$ cat config.mk
export PLATFORM = sky130hd
export DESIGN_NAME = tcr_regfile
export DESIGN_NICKNAME = d
export VERILOG_FILES = /design/src/rtl/tcr_pkg.sv /design/src/rtl/tcr_area_dec.sv /design/src/rtl/tcr_param_bank.sv /design/src/rtl/tcr_rd_mux.sv /design/src/rtl/tcr_be_expand.sv /design/src/rtl/tcr_regfile.sv
export SDC_FILE = /design/constraint.sdc
export NUM_CORES = 1
export LEC_CHECK = 0
export ABC_AREA = 1
export ABC_CLOCK_PERIOD_IN_PS = 1800
export BUFFER_PORTS_ARGS = -buffer_cell sky130_fd_sc_hd__buf_2
export CAP_MARGIN = 10
export CORE_AREA = 2 2 521 523
export CTS_BUF_LIST = sky130_fd_sc_hd__clkbuf_8 sky130_fd_sc_hd__clkbuf_16
export DETAILED_ROUTE_END_ITERATION = 7
export DIE_AREA = 0 0 523 525
export PLACE_DENSITY = 0.39
export SETUP_SLACK_MARGIN = 0.4
export SLEW_MARGIN = 20
export SYNTH_ARGS = -nofsm -noshare
export SYNTH_HDL_FRONTEND = slang
export SYNTH_SLANG_ARGS = --single-unit
export TNS_END_PERCENT = 5
$ cat constraint.sdc
create_clock -name clk -period 1.8 [get_ports clk]
set_input_delay 0.09 -clock clk [delete_from_list [all_inputs] [get_ports clk]]
set_output_delay 0.09 -clock clk [all_outputs]
set_load 0.05 [all_outputs]
$ cat src/rtl/tcr_pkg.sv
package tcr_pkg;
   typedef enum logic [2:0] {
      AREA_NONE  = 3'd0,
      AREA_PARAM = 3'd1,
      AREA_STAT  = 3'd2,
      AREA_ENTRY = 3'd3,
      AREA_COMP  = 3'd4,
      AREA_IRAM  = 3'd5,
      AREA_CRAM  = 3'd6
   } area_e;

   localparam int REG_W      = 32;
   localparam int IDX_W      = 6;   // dword index inside a 256-byte region
   localparam int WINDOW_LOG = 13;  // 8 KB RAM windows
endpackage

$ cat src/rtl/tcr_area_dec.sv
module tcr_area_dec #(
   parameter int ADDR_W = 16
) (
   input  logic [ADDR_W-1:0] addr,
   output tcr_pkg::area_e    area
);
   import tcr_pkg::*;

   logic upper_zero;
   assign upper_zero = (addr[ADDR_W-1:15] == '0);

   logic unused_lo;
   assign unused_lo = ^addr[7:0];

   always_comb begin
      area = AREA_NONE;
      if (upper_zero) begin
         unique case (addr[14:13])
            2'b00: begin
               if (addr[12:10] == 3'b000) begin
                  unique case (addr[9:8])
                     2'b00: area = AREA_PARAM;
                     2'b01: area = AREA_STAT;
                     2'b10: area = AREA_ENTRY;
                     2'b11: area = AREA_COMP;
                  endcase
               end
            end
            2'b01:   area = AREA_IRAM;
            2'b10:   area = AREA_CRAM;
            default: area = AREA_NONE;
         endcase
      end
   end
endmodule

$ cat src/rtl/tcr_param_bank.sv
module tcr_param_bank #(
   parameter int HI_W      = 16,
   parameter int DEV_SEL_W = 2,
   parameter int ENTRY_N   = 16
) (
   input  logic                      clk,
   input  logic                      rst_n,
   input  logic                      prm_we,
   input  logic                      ent_we,
   input  logic [tcr_pkg::IDX_W-1:0] idx,
   input  logic [31:0]               wdata,
   output logic [32+HI_W-1:0]        start_addr,
   output logic [32+HI_W-1:0]        xfer_len,
   output logic [2:0]                patt_sel,
   output logic [31:0]               timeout,
   output logic                      cmd_req,
   output logic [2:0]                cmd_code,
   output logic [DEV_SEL_W-1:0]      cmd_dev,
   output logic [ENTRY_N*32-1:0]     entry
);
   import tcr_pkg::*;

   localparam logic [IDX_W-1:0] IX_SA_LO = 6'd0;
   localparam logic [IDX_W-1:0] IX_SA_HI = 6'd1;
   localparam logic [IDX_W-1:0] IX_LN_LO = 6'd2;
   localparam logic [IDX_W-1:0] IX_LN_HI = 6'd3;
   localparam logic [IDX_W-1:0] IX_CMD   = 6'd4;
   localparam logic [IDX_W-1:0] IX_PATT  = 6'd5;
   localparam logic [IDX_W-1:0] IX_TMO   = 6'd8;

   always_ff @(posedge clk or negedge rst_n) begin
      if (!rst_n) begin
         start_addr <= '0;
         xfer_len   <= '0;
         patt_sel   <= '0;
         timeout    <= '0;
         cmd_req    <= 1'b0;
         cmd_code   <= '0;
         cmd_dev    <= '0;
      end else begin
         cmd_req <= 1'b0;
         if (prm_we) begin
            unique case (idx)
               IX_SA_LO: start_addr[31:0]       <= wdata;
               IX_SA_HI: start_addr[32 +: HI_W] <= wdata[HI_W-1:0];
               IX_LN_LO: xfer_len[31:0]         <= wdata;
               IX_LN_HI: xfer_len[32 +: HI_W]   <= wdata[HI_W-1:0];
               IX_CMD: begin
                  cmd_req  <= 1'b1;
                  cmd_code <= wdata[2:0];
                  cmd_dev  <= wdata[8 +: DEV_SEL_W];
               end
               IX_PATT:  patt_sel <= wdata[2:0];
               IX_TMO:   timeout  <= wdata;
               default: ;
            endcase
         end
      end
   end

   for (genvar n = 0; n < ENTRY_N; n++) begin : g_ent
      logic [31:0] q;
      always_ff @(posedge clk or negedge rst_n) begin
         if (!rst_n)
            q <= '0;
         else if (ent_we && idx == IDX_W'(n))
            q <= wdata;
      end
      assign entry[n*32 +: 32] = q;
   end


   cmd_hold_chk: assert property (@(posedge clk) disable iff (!rst_n)
      !cmd_req |-> ($stable(cmd_code) && $stable(cmd_dev)));

   cmd_single_chk: assert property (@(posedge clk) disable iff (!rst_n)
      cmd_req |-> $past(prm_we));
endmodule

$ cat src/rtl/tcr_rd_mux.sv
module tcr_rd_mux #(
   parameter int DEV_SEL_W  = 2,
   parameter int COMP_N     = 4,
   parameter int RAM_DATA_W = 128,
   parameter int SEL_W      = 2
) (
   input  logic                      clk,
   input  logic                      rst_n,
   input  logic                      rd_req,
   input  tcr_pkg::area_e            area,
   input  logic [tcr_pkg::IDX_W-1:0] idx,
   input  logic [SEL_W-1:0]          sel,
   input  logic [31:0]               stat_word,
   input  logic [31:0]               err_code,
   input  logic [COMP_N*32-1:0]      comp,
   input  logic [RAM_DATA_W-1:0]     iram_d,
   input  logic [RAM_DATA_W-1:0]     cram_d,
   output logic [31:0]               rd_data,
   output logic                      rd_valid
);
   import tcr_pkg::*;

   // first level: word within region
   logic [31:0] loc;
   always_comb begin
      loc = '0;
      if (area == AREA_STAT) begin
         if (idx == 6'd0)      loc = stat_word;
         else if (idx == 6'd3) loc = err_code;
      end else if (area == AREA_COMP) begin
         for (int n = 0; n < COMP_N; n++)
            if (idx == IDX_W'(n)) loc = comp[n*32 +: 32];
      end
   end

   logic             v1;
   area_e            area1;
   logic [SEL_W-1:0] sel1;
   logic [31:0]      loc1;

   always_ff @(posedge clk or negedge rst_n) begin
      if (!rst_n) begin
         v1    <= 1'b0;
         area1 <= AREA_NONE;
         sel1  <= '0;
         loc1  <= '0;
      end else begin
         v1 <= rd_req;
         if (rd_req) begin
            area1 <= area;
            sel1  <= sel;
            loc1  <= loc;
         end
      end
   end

   // second level: region select
   logic [31:0] pick;
   always_comb begin
      unique case (area1)
         AREA_STAT, AREA_COMP: pick = loc1;
         AREA_IRAM:            pick = iram_d[sel1*32 +: 32];
         AREA_CRAM:            pick = cram_d[sel1*32 +: 32];
         default:              pick = '0;
      endcase
   end

   always_ff @(posedge clk or negedge rst_n) begin
      if (!rst_n) begin
         rd_valid <= 1'b0;
         rd_data  <= '0;
      end else begin
         rd_valid <= v1;
         rd_data  <= v1 ? pick : '0;
      end
   end


   rd_lat_chk: assert property (@(posedge clk) disable iff (!rst_n)
      rd_req |=> ##1 rd_valid);

   rd_src_chk: assert property (@(posedge clk) disable iff (!rst_n)
      rd_valid |-> $past(rd_req, 2));
endmodule

$ cat src/rtl/tcr_be_expand.sv
module tcr_be_expand #(
   parameter int DWORDS = 4
) (
   input  logic [DWORDS-1:0]   dw_en,
   output logic [DWORDS*4-1:0] be
);
   for (genvar k = 0; k < DWORDS; k++) begin : g_dw
      assign be[k*4 +: 4] = {4{dw_en[k]}};
   end
endmodule

$ cat src/rtl/tcr_regfile.sv
module tcr_regfile #(
   parameter int ADDR_W     = 16,
   parameter int HI_W       = 16,
   parameter int DEV_SEL_W  = 2,
   parameter int ENTRY_N    = 16,
   parameter int COMP_N     = 4,
   parameter int RAM_DATA_W = 128,
   localparam int DEV_N     = 1 << DEV_SEL_W,
   localparam int BYTE_SH   = $clog2(RAM_DATA_W / 8),
   localparam int RAM_AW    = tcr_pkg::WINDOW_LOG - BYTE_SH,
   localparam int DWORDS    = RAM_DATA_W / 32,
   localparam int SEL_W     = $clog2(DWORDS)
) (
   input  logic                      clk,
   input  logic                      rst_n,
   input  logic [ADDR_W-1:0]         reg_addr,
   input  logic                      reg_wr_en,
   input  logic [31:0]               reg_wr_data,
   input  logic [3:0]                reg_wr_be,
   input  logic                      reg_rd_req,
   output logic [31:0]               reg_rd_data,
   output logic                      reg_rd_valid,
   output logic [32+HI_W-1:0]        prm_start_addr,
   output logic [32+HI_W-1:0]        prm_xfer_len,
   output logic [2:0]                prm_patt_sel,
   output logic [31:0]               prm_timeout,
   output logic                      cmd_req,
   output logic [2:0]                cmd_code,
   output logic [DEV_SEL_W-1:0]      cmd_dev,
   output logic [ENTRY_N*32-1:0]     cmd_entry,
   input  logic                      st_busy,
   input  logic                      st_error,
   input  logic                      st_verify_fail,
   input  logic [DEV_N-1:0]          st_dev_found,
   input  logic [DEV_SEL_W-1:0]      st_err_dev,
   input  logic [31:0]               st_err_code,
   input  logic [COMP_N*32-1:0]      cpl_dw,
   output logic [RAM_AW-1:0]         iram_addr,
   input  logic [RAM_DATA_W-1:0]     iram_rd_data,
   output logic [RAM_AW-1:0]         cram_addr,
   output logic                      cram_we,
   output logic [RAM_DATA_W-1:0]     cram_wr_data,
   output logic [RAM_DATA_W/8-1:0]   cram_be,
   input  logic [RAM_DATA_W-1:0]     cram_rd_data
);
   import tcr_pkg::*;

   initial begin
      assert (ADDR_W >= 16) else $fatal(1, "ADDR_W must cover 0x5FFF");
      assert (HI_W >= 1 && HI_W <= 32) else $fatal(1, "HI_W out of range");
      assert (DEV_SEL_W >= 1 && DEV_SEL_W <= 3) else $fatal(1, "DEV_SEL_W out of range");
      assert (ENTRY_N >= 1 && ENTRY_N <= 64) else $fatal(1, "ENTRY_N exceeds region");
      assert (COMP_N >= 1 && COMP_N <= 64) else $fatal(1, "COMP_N exceeds region");
      assert (RAM_DATA_W >= 64 && (RAM_DATA_W & (RAM_DATA_W - 1)) == 0)
         else $fatal(1, "RAM_DATA_W must be a power of two >= 64");
   end

   logic unused_bits;
   assign unused_bits = ^{reg_wr_be, reg_addr[1:0]};

   area_e area;
   tcr_area_dec #(.ADDR_W(ADDR_W)) u_dec (.addr(reg_addr), .area(area));

   logic [IDX_W-1:0] idx;
   logic [SEL_W-1:0] sel;
   assign idx = reg_addr[7:2];
   assign sel = reg_addr[BYTE_SH-1:2];

   tcr_param_bank #(.HI_W(HI_W), .DEV_SEL_W(DEV_SEL_W), .ENTRY_N(ENTRY_N)) u_bank (
      .clk        (clk),
      .rst_n      (rst_n),
      .prm_we     (reg_wr_en && area == AREA_PARAM),
      .ent_we     (reg_wr_en && area == AREA_ENTRY),
      .idx        (idx),
      .wdata      (reg_wr_data),
      .start_addr (prm_start_addr),
      .xfer_len   (prm_xfer_len),
      .patt_sel   (prm_patt_sel),
      .timeout    (prm_timeout),
      .cmd_req    (cmd_req),
      .cmd_code   (cmd_code),
      .cmd_dev    (cmd_dev),
      .entry      (cmd_entry)
   );

   // RAM windows
   logic [DWORDS-1:0] dw_en;
   assign iram_addr    = reg_addr[BYTE_SH +: RAM_AW];
   assign cram_addr    = reg_addr[BYTE_SH +: RAM_AW];
   assign cram_we      = reg_wr_en && area == AREA_CRAM;
   assign cram_wr_data = {DWORDS{reg_wr_data}};
   assign dw_en        = cram_we ? (DWORDS'(1) << sel) : '0;

   tcr_be_expand #(.DWORDS(DWORDS)) u_be (.dw_en(dw_en), .be(cram_be));

   // status word
   logic [31:0] stat_word;
   always_comb begin
      stat_word                  = '0;
      stat_word[0]               = st_busy;
      stat_word[1]               = st_error;
      stat_word[2]               = st_verify_fail;
      stat_word[16 +: DEV_N]     = st_dev_found;
      stat_word[24 +: DEV_SEL_W] = st_err_dev;
   end

   tcr_rd_mux #(.DEV_SEL_W(DEV_SEL_W), .COMP_N(COMP_N),
                .RAM_DATA_W(RAM_DATA_W), .SEL_W(SEL_W)) u_rd (
      .clk       (clk),
      .rst_n     (rst_n),
      .rd_req    (reg_rd_req),
      .area      (area),
      .idx       (idx),
      .sel       (sel),
      .stat_word (stat_word),
      .err_code  (st_err_code),
      .comp      (cpl_dw),
      .iram_d    (iram_rd_data),
      .cram_d    (cram_rd_data),
      .rd_data   (reg_rd_data),
      .rd_valid  (reg_rd_valid)
   );


   cram_be_chk: assert property (@(posedge clk) disable iff (!rst_n)
      cram_we |-> ($countones(cram_be) == 4));

   cram_idle_chk: assert property (@(posedge clk) disable iff (!rst_n)
      !reg_wr_en |-> (cram_be == '0 && !cram_we));

   cmd_src_chk: assert property (@(posedge clk) disable iff (!rst_n)
      cmd_req |-> ($past(reg_wr_en) && $past(reg_addr) == ADDR_W'(16'h0010)));

   iram_ro_chk: assert property (@(posedge clk) disable iff (!rst_n)
      (reg_wr_en && reg_addr[ADDR_W-1:13] == (ADDR_W-13)'(1)) |-> !cram_we);
endmodule

==> impl_metrics.csv, run 1 <==
group,metric,value,unit
final_layout,fillerInstances,30070,
synth,syn-cell-area,32130,um2
synth,syn_inst,3727,
pwr,cellLeakagePower,26.72,nW
grt,grt_pass1_wl,271200,um
critical_path,crit_required,2.37,ns
grt,grt.total_usage,14.11,%
clocking,clock_latency,0.72,ns
critical_path,crit_family,"compound AO/OA/AOI/OAI gates",
placed_design,port_buffers,1319,
status,violations,"setup timing",
pwr,swShare,29.69,%
timing,slew_violations,0,
floorplan,die_x,523,um
floorplan,die_area,274600,um2
grt,antenna_found_initial,34,
grt,grt_pass1_vias,32450,
route,num_vias,32230,
hold_path,hp-class,"primary input to register",
placed_design,globalplace.congestion,0.9074,
timing,finalCritPeriodShare,113.3,%
timing,rsz0062_at_grt,"yes",
route,drtIter0Drc,1816,
final_layout,drive_gt1_share,38.32,%
route,drc_errors,0,
critical_path,crit_chain,"inv_4 -> buf_12 -> buf_12 -> nand3_4 -> buf_4 -> o21ai_0 -> nand3_1 -> nand3_1 -> a21oi_1",
job,cap_viol_max_count,0,
pwr,ir_drop,0.7666,mV
grt,grt_max_degree,119,
critical_path,worstSetupEndpointType,"register",
floorplan,start_util,11.93,%
clocking,cts_made_buffers,84,
timing,fmax,490.3,MHz
floorplan,die_height,525,um
hold_path,min_path_cells,7,
synth,synth_largest_area_cell,"dfrtp_1",
pwr,intPower,28.54,mW
placed_design,dp.cells,8489,
synth,syn_nets,4213,
critical_path,startpoint_type,"register",
critical_path,crit_cells,9,
final_layout,seq_area,18020,um2
final_layout,syn2layout_area_growth,65.08,%
clocking,htree_levels,3,
final_layout,multi_input_area,11990,um2
pwr,powerDensity,765.3,nW/um2
synth,synth-seq-cells,720,
floorplan,core_area,269300,um2
critical_path,worstPathMaxFanout,5,
synth,synth_top_cells_by_area,"dfrtp_1, nand2_1, o21ai_1, buf_4, inv_1",
route,ant_nets,0,
clocking,clockBufferDepth,3,
clocking,clock-root-buffer,"clkbuf_16",
placed_design,hpwl,153600,um
clocking,clock_sinks,720,
critical_path,path_buf_inv,4,
final_layout,nets,5769,
synth,synth_warnings,0,
timing,fin_ws,-0.2394,ns
pwr,power_frac_comb,16.3,%
pwr,power_frac_clock,42.9,%
pwr,p_sw,12.05,mW
route,avgRoutedWirePerCell,22.81,um
clocking,cts_tree,"yes",
timing,slew_headroom,56.97,%
timing,setup-tns-final,-4.854,ns
route,first_pass_iters,5,
pwr,seqPwrFrac,40.8,%
synth,avgSynthCellArea,8.620,um2
floorplan,ios,1326,
final_layout,finalNonFillerCells,8942,
floorplan,num_rows,191,
synth,synth_top_area_share,56.08,%
critical_path,r2r_cells,9,
route,viasPerCell,3.604,
timing,setup_viol,34,
status,status,"finished, violations left",
clocking,clkTransAtPathRegs,0.07,ns
timing,fin_crit,2.039,ns
timing,skew,0.04904,ns
critical_path,critPathMaxStageDelay,0.41,ns
critical_path,crit_type,"register to register",
synth,synth_cell_types,28,
grt,grt_overflow_total,0,
critical_path,cp_slowest_cell,"dfrtp_1",
timing,hold_violations,0,
critical_path,worstPathArrival,2.61,ns
synth,seq_area_frac_synth,56.08,%
route,wirelength,204000,um
timing,worstMarginPinSlew,0.6455,ns
==> sequential cells by signal, indices dropped and copies added (netlist names) <==
register,flops
u_rd.loc1,32
u_rd.rd_valid,1
u_bank.g_ent.q,512
u_rd.rd_data,32
u_bank.timeout,32
u_rd.area1,3
u_bank.xfer_len,48
u_rd.sel1,2
u_bank.cmd_req,1
u_rd.v1,1
u_bank.cmd_dev,2
u_bank.start_addr,48
u_bank.patt_sel,3
u_bank.cmd_code,3
==> through the flow <==
stage | utilization, % | hold slack [ns] | area, um2 | setup slack [ns] | power, mW
floorplan | - | -0.2056 | 32280 | -0.1361 | 19.58
global placement | 16.54 | 0.009147 | 44550 | -0.5745 | 22.57
detailed placement | 16.54 | 0.007122 | 44550 | -0.5206 | 22.56
CTS | 19.04 | 0.001365 | 51290 | -0.2386 | 41.16
global route | 19.69 | 0.01486 | 53020 | -0.2837 | 42.27
finish | 19.69 | 0.05243 | 53040 | -0.2394 | 40.59
==> per-layer routing <==
| layer | up-vias | share of wire [%] | GRT usage, % |
|---|---|---|---|
| li1 | 15130 | - | - |
| met1 | 15580 | 36 | 14.81 |
| met2 | 1281 | 53 | 26.17 |
| met3 | 229 | 7.4 | 3.967 |
| met4 | 6 | 3.5 | 5.671 |
| met5 | - | 0.020 | 0 |
==> power groups by stage <==
| stage | registers, mW | clock network [mW] | logic, mW |
|---|---|---|---|
| global route | 16.6 | 18.7 | 7.02 |
| finish | 16.5 | 17.4 | 6.62 |
| floorplan | 17.5 | 0 | 2.05 |
| detailed placement | 16.8 | 0 | 5.74 |
| CTS | 16.5 | 18.1 | 6.49 |
| global placement | 16.8 | 0 | 5.76 |
==> worst register-to-register path, stage by stage (launching register included) <==
cell and delay, ns:
dfrtp_1 0.41, inv_4 0.10, buf_12 0.10, buf_12 0.09, nand3_4 0.13, buf_4 0.19, o21ai_0 0.39, nand3_1 0.17
nand3_1 0.19, a21oi_1 0.11
==> area by class of cell <==
type                       count  share of cell area (%)
clock buffer                  96                   4.296
sequential                   720                   33.98
clock inverter                54                  0.9154
inverter                     220                   1.602
multi-input combinational   2344                   22.61
antenna                       25                  0.1180
timing repair buffer        1913                   28.06
tap                         3570                   8.422
==> path summary, 6_finish.rpt <==
check | slack (ns) | startpoint | to
worst max-delay path | -0.24 | u_rd.area1[0]$_DFFE_PN0P_ | u_rd.rd_data[2]$_DFF_PN0_
worst min-delay path | 0.05 | cram_rd_data[4] | u_rd.rd_data[4]$_DFF_PN0_
worst max register to register | -0.24 | u_rd.area1[0]$_DFFE_PN0P_ | u_rd.rd_data[2]$_DFF_PN0_
worst min register to register | 0.38 | u_rd.v1$_DFF_PN0_ | u_rd.rd_valid$_DFF_PN0_
max in group asynchronous | 0.80 | rst_n | u_bank.g_ent[8].q[30]$_DFFE_PN0P_
min in group asynchronous | 0.16 | rst_n | u_bank.start_addr[40]$_DFFE_PN0P_
==> cell usage after synthesis <==
| cell | number |
|---|---|
| nand3b_1 | 24 |
| buf_4 | 158 |
| nor2_1 | 108 |
| buf_2 | 126 |
| o211ai_1 | 64 |
| nand2_2 | 4 |
| nand3_4 | 15 |
| nor3_1 | 11 |
| o21ai_1 | 528 |
| clkbuf_1 | 143 |
| ha_1 | 5 |
| inv_1 | 216 |
| nand3_2 | 7 |
| dfrtp_1 | 720 |
| nand3_1 | 144 |
| o21ai_0 | 158 |
| nand4_1 | 93 |
| a21boi_0 | 1 |
| inv_2 | 4 |
| nor2_8 | 1 |
| a21oi_1 | 67 |
| or2_2 | 2 |
| buf_1 | 14 |
| nor2_2 | 5 |
| buf_6 | 3 |
| nor3_2 | 1 |
| or2_1 | 1 |
| nand2_1 | 1104 |
==> layout by cell type (no fill, tap or decap), drive strengths merged <==
master and count:
buf 1688, nand2 1108, dfrtp 720, o21ai 686, inv 243, dlygate4sd3 215, nand3 167, nor2 114
clkbuf 105, nand4 93, a21oi 67, o211ai 64, diode 25, nand3b 24, clkinv 20, nor3 12
bufinv 6, clkinvlp 5, ha 5, or2 3, a21boi 1, dlymetal6s4s 1
==> cells by family after synthesis <==
logic type,Yosys count,share of synthesized area (%)
flops,720,56.08
fa+ha+maj,5,0.1947
compound gates,818,13.25
simple gates,1520,20.31
buf+inv,664,10.16
==> timing repair <==
action                                  in CTS  in global routing
cloned                                       5                  7
gates resized for setup                    378                480
endpoints found under the setup margin    1004               1157
pin swaps                                  110                 91
hold buffers                               214                  3
endpoints found under the hold margin      932                 34
setup buffers                               29                 21
(Power assumes the default switching activity.)
==> inputs of run 2 (changes only) <==
--- a/config.mk
+++ b/config.mk
@@ -6,14 +6,14 @@
 export NUM_CORES = 1
 export LEC_CHECK = 0
 export ABC_AREA = 1
-export ABC_CLOCK_PERIOD_IN_PS = 1800
+export ABC_CLOCK_PERIOD_IN_PS = 2600
 export BUFFER_PORTS_ARGS = -buffer_cell sky130_fd_sc_hd__buf_2
 export CAP_MARGIN = 10
-export CORE_AREA = 2 2 521 523
+export CORE_AREA = 2 2 524 526
 export CTS_BUF_LIST = sky130_fd_sc_hd__clkbuf_8 sky130_fd_sc_hd__clkbuf_16
 export DETAILED_ROUTE_END_ITERATION = 7
-export DIE_AREA = 0 0 523 525
-export PLACE_DENSITY = 0.39
+export DIE_AREA = 0 0 526 528
+export PLACE_DENSITY = 0.38
 export SETUP_SLACK_MARGIN = 0.4
 export SLEW_MARGIN = 20
 export SYNTH_ARGS = -nofsm -noshare
==> constraint.sdc (replaced) <==
create_clock -name clk -period 2.6 [get_ports clk]
set_input_delay 0.13 -clock clk [delete_from_list [all_inputs] [get_ports clk]]
set_output_delay 0.13 -clock clk [all_outputs]
set_load 0.05 [all_outputs]
==> impl_metrics.csv, run 2 (synthesis gave the netlist of run 1 again) <==
group,metric,value,unit
timing,finalCritPeriodShare,82.60,%
final_layout,utilization,17.37,%
floorplan,die_area,277700,um2
floorplan,num_rows,192,
critical_path,critPathMaxStageDelay,0.46,ns
final_layout,final_common_cell,"buf_2",
timing,slew_headroom,37.49,%
final_layout,largest_register_ffs,512,
timing,worstMarginPinSlew,0.9376,ns
timing,fin_ws,0.4523,ns
floorplan,die_height,528,um
grt,antenna_found_initial,24,
clocking,clock_latency,0.69,ns
clocking,clock_sinks,720,
floorplan,die_x,526,um
clocking,clkTransAtPathRegs,0.06,ns
pwr,intPower,19.36,mW
hold_path,hp-class,"primary input to register",
placed_design,dp.cells,8379,
timing,fmax,465.6,MHz
critical_path,r2r-start,"u_rd.area1[0]$_DFFE_PN0P_",
critical_path,crit_family,"compound AO/OA/AOI/OAI gates",
timing,slew_violations,0,
timing,fin_crit,2.148,ns
clocking,cts_made_buffers,87,
route,avgRoutedWirePerCell,22.47,um
route,drc_errors,0,
grt,grt_pass1_wl,264000,um
timing,skew,0.01247,ns
clocking,htree_levels,3,
status,status,"completed",
route,drtIter0Drc,1886,
pwr,p_total,27.55,mW
critical_path,crit_chain,"inv_2 -> nand3_4 -> buf_12 -> a21oi_1 -> o21ai_0 -> nand3_1 -> nand3_1 -> a21oi_2",
hold_path,min_from,"st_err_code[17]",
floorplan,core_area,272400,um2
route,viasPerCell,3.572,
pwr,p_sw,8.189,mW
grt,grt.total_usage,13.50,%
floorplan,start_util,11.79,%
final_layout,regMostFlops,"u_bank.g_ent.q",
critical_path,cp_slowest_cell,"dfrtp_2",
final_layout,layout_common_cells,"buf_2, nand2_1, dfrtp_1",
placed_design,globalplace.congestion,0.9311,
timing,rsz0062_at_grt,"yes",
pwr,swShare,29.73,%
final_layout,finalNonFillerCells,8673,
grt,grt_pass1_vias,31480,
job,cap_viol_max_count,0,
placed_design,dp_slack,0.01694,ns
critical_path,crit_type,"register to register",
grt,grt_max_degree,69,
final_layout,largestRegisters,"u_bank.g_ent.q: 512 flops, u_bank.start_addr: 48 flops, u_bank.xfer_len: 48 flops",
pwr,cellLeakagePower,24.52,nW
critical_path,startpoint_type,"register",
pwr,power_frac_comb,13.7,%
timing,whs,0.03288,ns
timing,hold_violations,0,
critical_path,cpMostUsedCell,"nand3_1",
clocking,cts_tree,"yes",
critical_path,worstPathMaxFanout,33,
pwr,ir_drop,0.4267,mV
final_layout,drive_gt1_share,33.96,%
critical_path,crit_required,3.19,ns
route,wirelength,194900,um
route,first_pass_iters,5,
clocking,clockBufferDepth,3,
route,num_vias,30980,
pwr,seqPwrFrac,41.6,%
timing,setup_viol,0,
placed_design,hpwl,150600,um
pwr,powerDensity,582.1,nW/um2
pwr,power_frac_clock,44.7,%
critical_path,path_buf_inv,2,
placed_design,port_buffers,1319,
critical_path,worstPathArrival,2.74,ns
final_layout,syn2layout_area_growth,47.31,%
floorplan,ios,1326,
clocking,clock-root-buffer,"clkbuf_16",
final_layout,nets,5495,
critical_path,critPathLaunch,"u_rd.area1[0]$_DFFE_PN0P_",
route,ant_nets,0,
critical_path,worstSetupEndpointType,"register",
grt,grt_overflow_total,0,
[run 2: final timing paths]
path,endpoint,slack [ns],depth (start not counted)
worst max-delay path,u_rd.rd_data[29]$_DFF_PN0_,0.45,8
worst min-delay path,u_rd.loc1[17]$_DFFE_PN0P_,0.03,7
worst max register to register,u_rd.rd_data[29]$_DFF_PN0_,0.45,8
worst min register to register,u_rd.rd_valid$_DFF_PN0_,0.37,0
max in group asynchronous,u_bank.xfer_len[5]$_DFFE_PN0P_,1.73,4
min in group asynchronous,u_bank.start_addr[37]$_DFFE_PN0P_,0.20,3
[run 2: tightest hold or removal path: stages]
cell	delay (ns)
buf_2	0.07
nand2_1	0.04
nand2_1	0.17
nand3_1	0.11
nand2_1	0.07
nand2_1	0.04
nand2_1	0.05
[run 2: cell type report]
cell class / count / area, um2
Sequential cell: 720 / 18020
Multi-Input combinational cell: 2343 / 11030
Tap cell: 3589 / 4491
Fill cell: 30930 / 225100
Timing Repair Buffer: 1637 / 10070
Clock inverter: 55 / 511.7
Antenna cell: 10 / 25.02
Clock buffer: 99 / 2354
Inverter: 220 / 825.8
[run 2: layer usage]
metal	vias to the layer above	global-route usage [%]	share of wire [%]
li1	14590	-	-
met1	14910	14.54	38
met2	1253	25.43	52
met3	216	3.640	7.0
met4	6	4.054	3.0
met5	-	0	0.019
[run 2: metrics by stage]
step / TNS (ns) / area, um2
3_5_place_dp: 0 / 43020
5_1_grt: 0 / 47310
6_report: 0 / 47330
4_1_cts: 0 / 47230
3_3_place_gp: -0.01170 / 43020
2_1_floorplan: 0 / 32220
[run 2: repair_timing]
| item | in CTS | in global routing |
|---|---|---|
| hold buffers | 122 | 0 |
| cloned | 0 | 0 |
| buffers inserted | 6 | 2 |
| hold endpoints to repair | 423 | 0 |
| endpoints found under the setup margin | 35 | 40 |
| pin swaps | 4 | 4 |
| gates resized for setup | 13 | 19 |
[run 2: power groups by stage]
stage,registers [mW],clock network (mW),logic [mW]
floorplan,12.1,0,1.41
finish,11.4,12.3,3.78
CTS,11.4,12.8,3.90
global placement,11.6,0,3.75
global route,11.5,13.2,4.03
detailed placement,11.6,0,3.74
==> inputs of run 3 (changes only) <==
--- a/config.mk
+++ b/config.mk
@@ -5,15 +5,15 @@
 export SDC_FILE = /design/constraint.sdc
 export NUM_CORES = 1
 export LEC_CHECK = 0
-export ABC_AREA = 1
-export ABC_CLOCK_PERIOD_IN_PS = 2600
+export ABC_AREA = 0
+export ABC_CLOCK_PERIOD_IN_PS = 1700
 export BUFFER_PORTS_ARGS = -buffer_cell sky130_fd_sc_hd__buf_2
 export CAP_MARGIN = 10
-export CORE_AREA = 2 2 524 526
+export CORE_AREA = 2 2 517 519
 export CTS_BUF_LIST = sky130_fd_sc_hd__clkbuf_8 sky130_fd_sc_hd__clkbuf_16
 export DETAILED_ROUTE_END_ITERATION = 7
-export DIE_AREA = 0 0 526 528
-export PLACE_DENSITY = 0.38
+export DIE_AREA = 0 0 519 521
+export PLACE_DENSITY = 0.39
 export SETUP_SLACK_MARGIN = 0.4
 export SLEW_MARGIN = 20
 export SYNTH_ARGS = -nofsm -noshare
==> constraint.sdc (replaced) <==
create_clock -name clk -period 1.7 [get_ports clk]
set_input_delay 0.085 -clock clk [delete_from_list [all_inputs] [get_ports clk]]
set_output_delay 0.085 -clock clk [all_outputs]
set_load 0.05 [all_outputs]
==> impl_metrics.csv, run 3 <==
group,metric,value,unit
clocking,clock_latency,0.72,ns
synth,synthTopCellsByCount,"dfrtp_1, mux2_2, buf_4",
synth,yosys.area_share.adder,0.1979,%
final_layout,nets,4439,
synth,synth_xor_area_share,0.05541,%
job,cap_viol_max_count,0,
placed_design,hpwl,160000,um
route,avgRoutedWirePerCell,27.86,um
hold_path,hp-class,"primary input to register",
floorplan,ios,1326,
synth,synth_edf_count,0,
placed_design,postPlaceCellArea,43810,um2
timing,fin_crit,2.191,ns
final_layout,final_common_cell,"buf_2",
status,violations,"setup timing",
synth,yosysMostFrequentCell,"dfrtp_1",
critical_path,crit_required,1.62,ns
pwr,ir_drop,0.7645,mV
timing,finalCritPeriodShare,128.9,%
critical_path,worstPathArrival,2.11,ns
grt,grt.total_usage,15.07,%
final_layout,largestRegisters,"u_bank.g_ent.q: 512 flops, u_bank.start_addr: 48 flops, u_bank.xfer_len: 48 flops",
timing,fmax,456.5,MHz
critical_path,crit_type,"primary input to output port",
status,status,"finished, violations left",
placed_design,dp_slack,-1.687,ns
final_layout,largest_register_ffs,512,
synth,avgSynthCellArea,14.83,um2
route,drc_errors,0,
grt,grt_pass1_wl,274100,um
synth,synth_warnings,0,
clocking,clockBufferDepth,3,
route,ant_nets,0,
timing,slew_headroom,36.90,%
clocking,cts_made_buffers,92,
critical_path,worstPathMaxFanout,4,
synth,synth_largest_area_cell,"dfrtp_1",
synth,synth_top_flop_cell,"dfrtp_1",
synth,syn_nets,2618,
placed_design,globalplace.congestion,0.9190,
pwr,cellLeakagePower,27.41,nW
final_layout,fillerInstances,28770,
synth,synthArstFlopShare,100.0,%
final_layout,drive_gt1_share,65.09,%
route,wirelength,211600,um
floorplan,die_x,519,um
floorplan,die_height,521,um
timing,setup_viol,673,
pwr,powerDensity,857.6,nW/um2
synth,synth_cell_types,41,
floorplan,die_area,270400,um2
final_layout,regMostFlops,"u_bank.g_ent.q",
clocking,cts_tree,"yes",
grt,antenna_found_initial,76,
final_layout,syn2layout_area_growth,69.26,%
synth,muxShareOfSynthArea,29.99,%
route,viasPerCell,3.474,
synth,syn_inst,2132,
timing,hold_violations,0,
synth,synth_top_area_share,56.99,%
floorplan,start_util,11.96,%
critical_path,worstSetupEndpointType,"output port",
clocking,clock-root-buffer,"clkbuf_16",
timing,slew_violations,0,
critical_path,startpoint_type,"primary input",
grt,grt_max_degree,83,
synth,synth_top_family_by_area,"multiplexers",
final_layout,utilization,20.24,%
timing,rsz0062_at_grt,"yes",
grt,grt_overflow_total,0,
timing,worstMarginPinSlew,0.9434,ns
placed_design,port_buffers,1319,
floorplan,num_rows,189,
route,first_pass_iters,4,
floorplan,core_area,264400,um2
final_layout,layout_common_cells,"buf_2, dfrtp_1, mux2_2",
synth,synthSimpleGateAreaFrac,4.274,%
route,num_vias,26380,
synth,syn-cell-area,31620,um2
route,drtIter0Drc,1180,
timing,whs,0.02256,ns
clocking,clkTransAtPathRegs,0.05,ns
clocking,htree_levels,3,
synth,synth-seq-cells,720,
timing,skew,0.02040,ns
synth,synth_top_cells_by_area,"dfrtp_1, mux2_2, mux4_2, buf_4, mux2_1",
synth,synth-compound-area-share,1.765,%
synth,seq_area_frac_synth,56.99,%
clocking,clock_sinks,720,
grt,grt_pass1_vias,28120,
timing,fin_ws,-0.4908,ns
final_layout,final_area,53510,um2
-- run 3: cell count changes after synthesis, sizes merged, moves of 53 or more --
cell    previous run  this run
o21ai            686        18
o211ai            64         2
a21oi             67        14
mux4               0        96
clkbuf           143        85
nand2           1108        94
nor2             114        11
inv              220         7
mux2               0       650
nand3            166        43
nand4             93        26
-- run 3: repair_timing --
action	in CTS	in global routing
pin swaps	53	50
buffers inserted	21	26
gates resized for setup	143	243
hold buffers	423	1
cloned	7	4
hold endpoints to repair	1115	2
setup endpoints to repair	1415	1441
-- run 3: metrics by stage --
| step | total power, mW | std cells | TNS [ns] |
|---|---|---|---|
| after floorplan | 21.25 | 2132 | -225.82 |
| after global placement | 24.68 | 6910 | -1043.73 |
| after detailed placement | 24.67 | 6910 | -1036.93 |
| after CTS | 46.77 | 7527 | -98.98 |
| after global routing | 47.72 | 7581 | -181.89 |
| final | 45.89 | 7594 | -153.83 |
-- run 3: final cells by class --
cell class                      instances  area [um2]  share of cell area [%]
Multi-Input combinational cell       1071       12470                   23.30
Clock inverter                         50       467.9                  0.8745
Sequential cell                       720       18020                   33.68
Tap cell                             3533        4420                   8.261
Inverter                                7       46.29                 0.08651
Antenna cell                           36       90.09                  0.1684
Clock buffer                          116        2666                   4.983
Timing Repair Buffer                 2061       15330                   28.65
-- run 3: metal layers --
| layer | share of wire (%) | vias up | GRT usage [%] |
|---|---|---|---|
| li1 | - | 11190 | - |
| met1 | 37 | 13730 | 16.44 |
| met2 | 52 | 1183 | 27.87 |
| met3 | 6.6 | 266 | 3.945 |
| met4 | 3.8 | 12 | 5.326 |
| met5 | 0.035 | - | 0 |
-- run 3: critical path, cell delays in order --
cell and delay (ns):
buf_4 0.18, buf_4 0.15, ha_1 0.18, or2_4 0.24
a21o_4 0.22, nor3_4 0.21, nand3_4 0.20, buf_12 0.20
nor2_4 0.11, buf_6 0.16, buf_12 0.14
-- run 3: final timing paths --
path / endpoint / depth (start not counted) / slack (ns) / startpoint
setup reg to reg: u_rd.rd_data[10]$_DFF_PN0_ / 7 / -0.39 / u_rd.area1[1]$_DFFE_PN0P_
setup / recovery: cram_be[7] / 11 / -0.49 / reg_addr[9]
hold / removal: u_bank.cmd_req$_DFF_PN0_ / 6 / 0.02 / reg_addr[3]
max in group asynchronous: u_bank.start_addr[41]$_DFFE_PN0P_ / 3 / 0.84 / rst_n
min in group asynchronous: u_bank.start_addr[32]$_DFFE_PN0P_ / 3 / 0.17 / rst_n
hold reg to reg: u_rd.rd_data[10]$_DFF_PN0_ / 2 / 0.49 / u_rd.loc1[10]$_DFFE_PN0P_
-- run 3: where the power goes --
group	internal [mW]	switching [mW]	leakage [nW]
clock network	12.0	8.48	1.62
registers	17.5	0.183	10.0
logic	2.77	4.99	15.8
total	32.2	13.7	27.4
-- run 3: cells by family after synthesis --
kind of cell             count (synthesis)
AO/OA/AOI/OAI                           82
AND/OR/NAND/NOR                        236
multiplexers                           746
XOR/XNOR                                 2
adder cells (fa/ha/maj)                  5
buffers and inverters                  341
flip-flops                             720
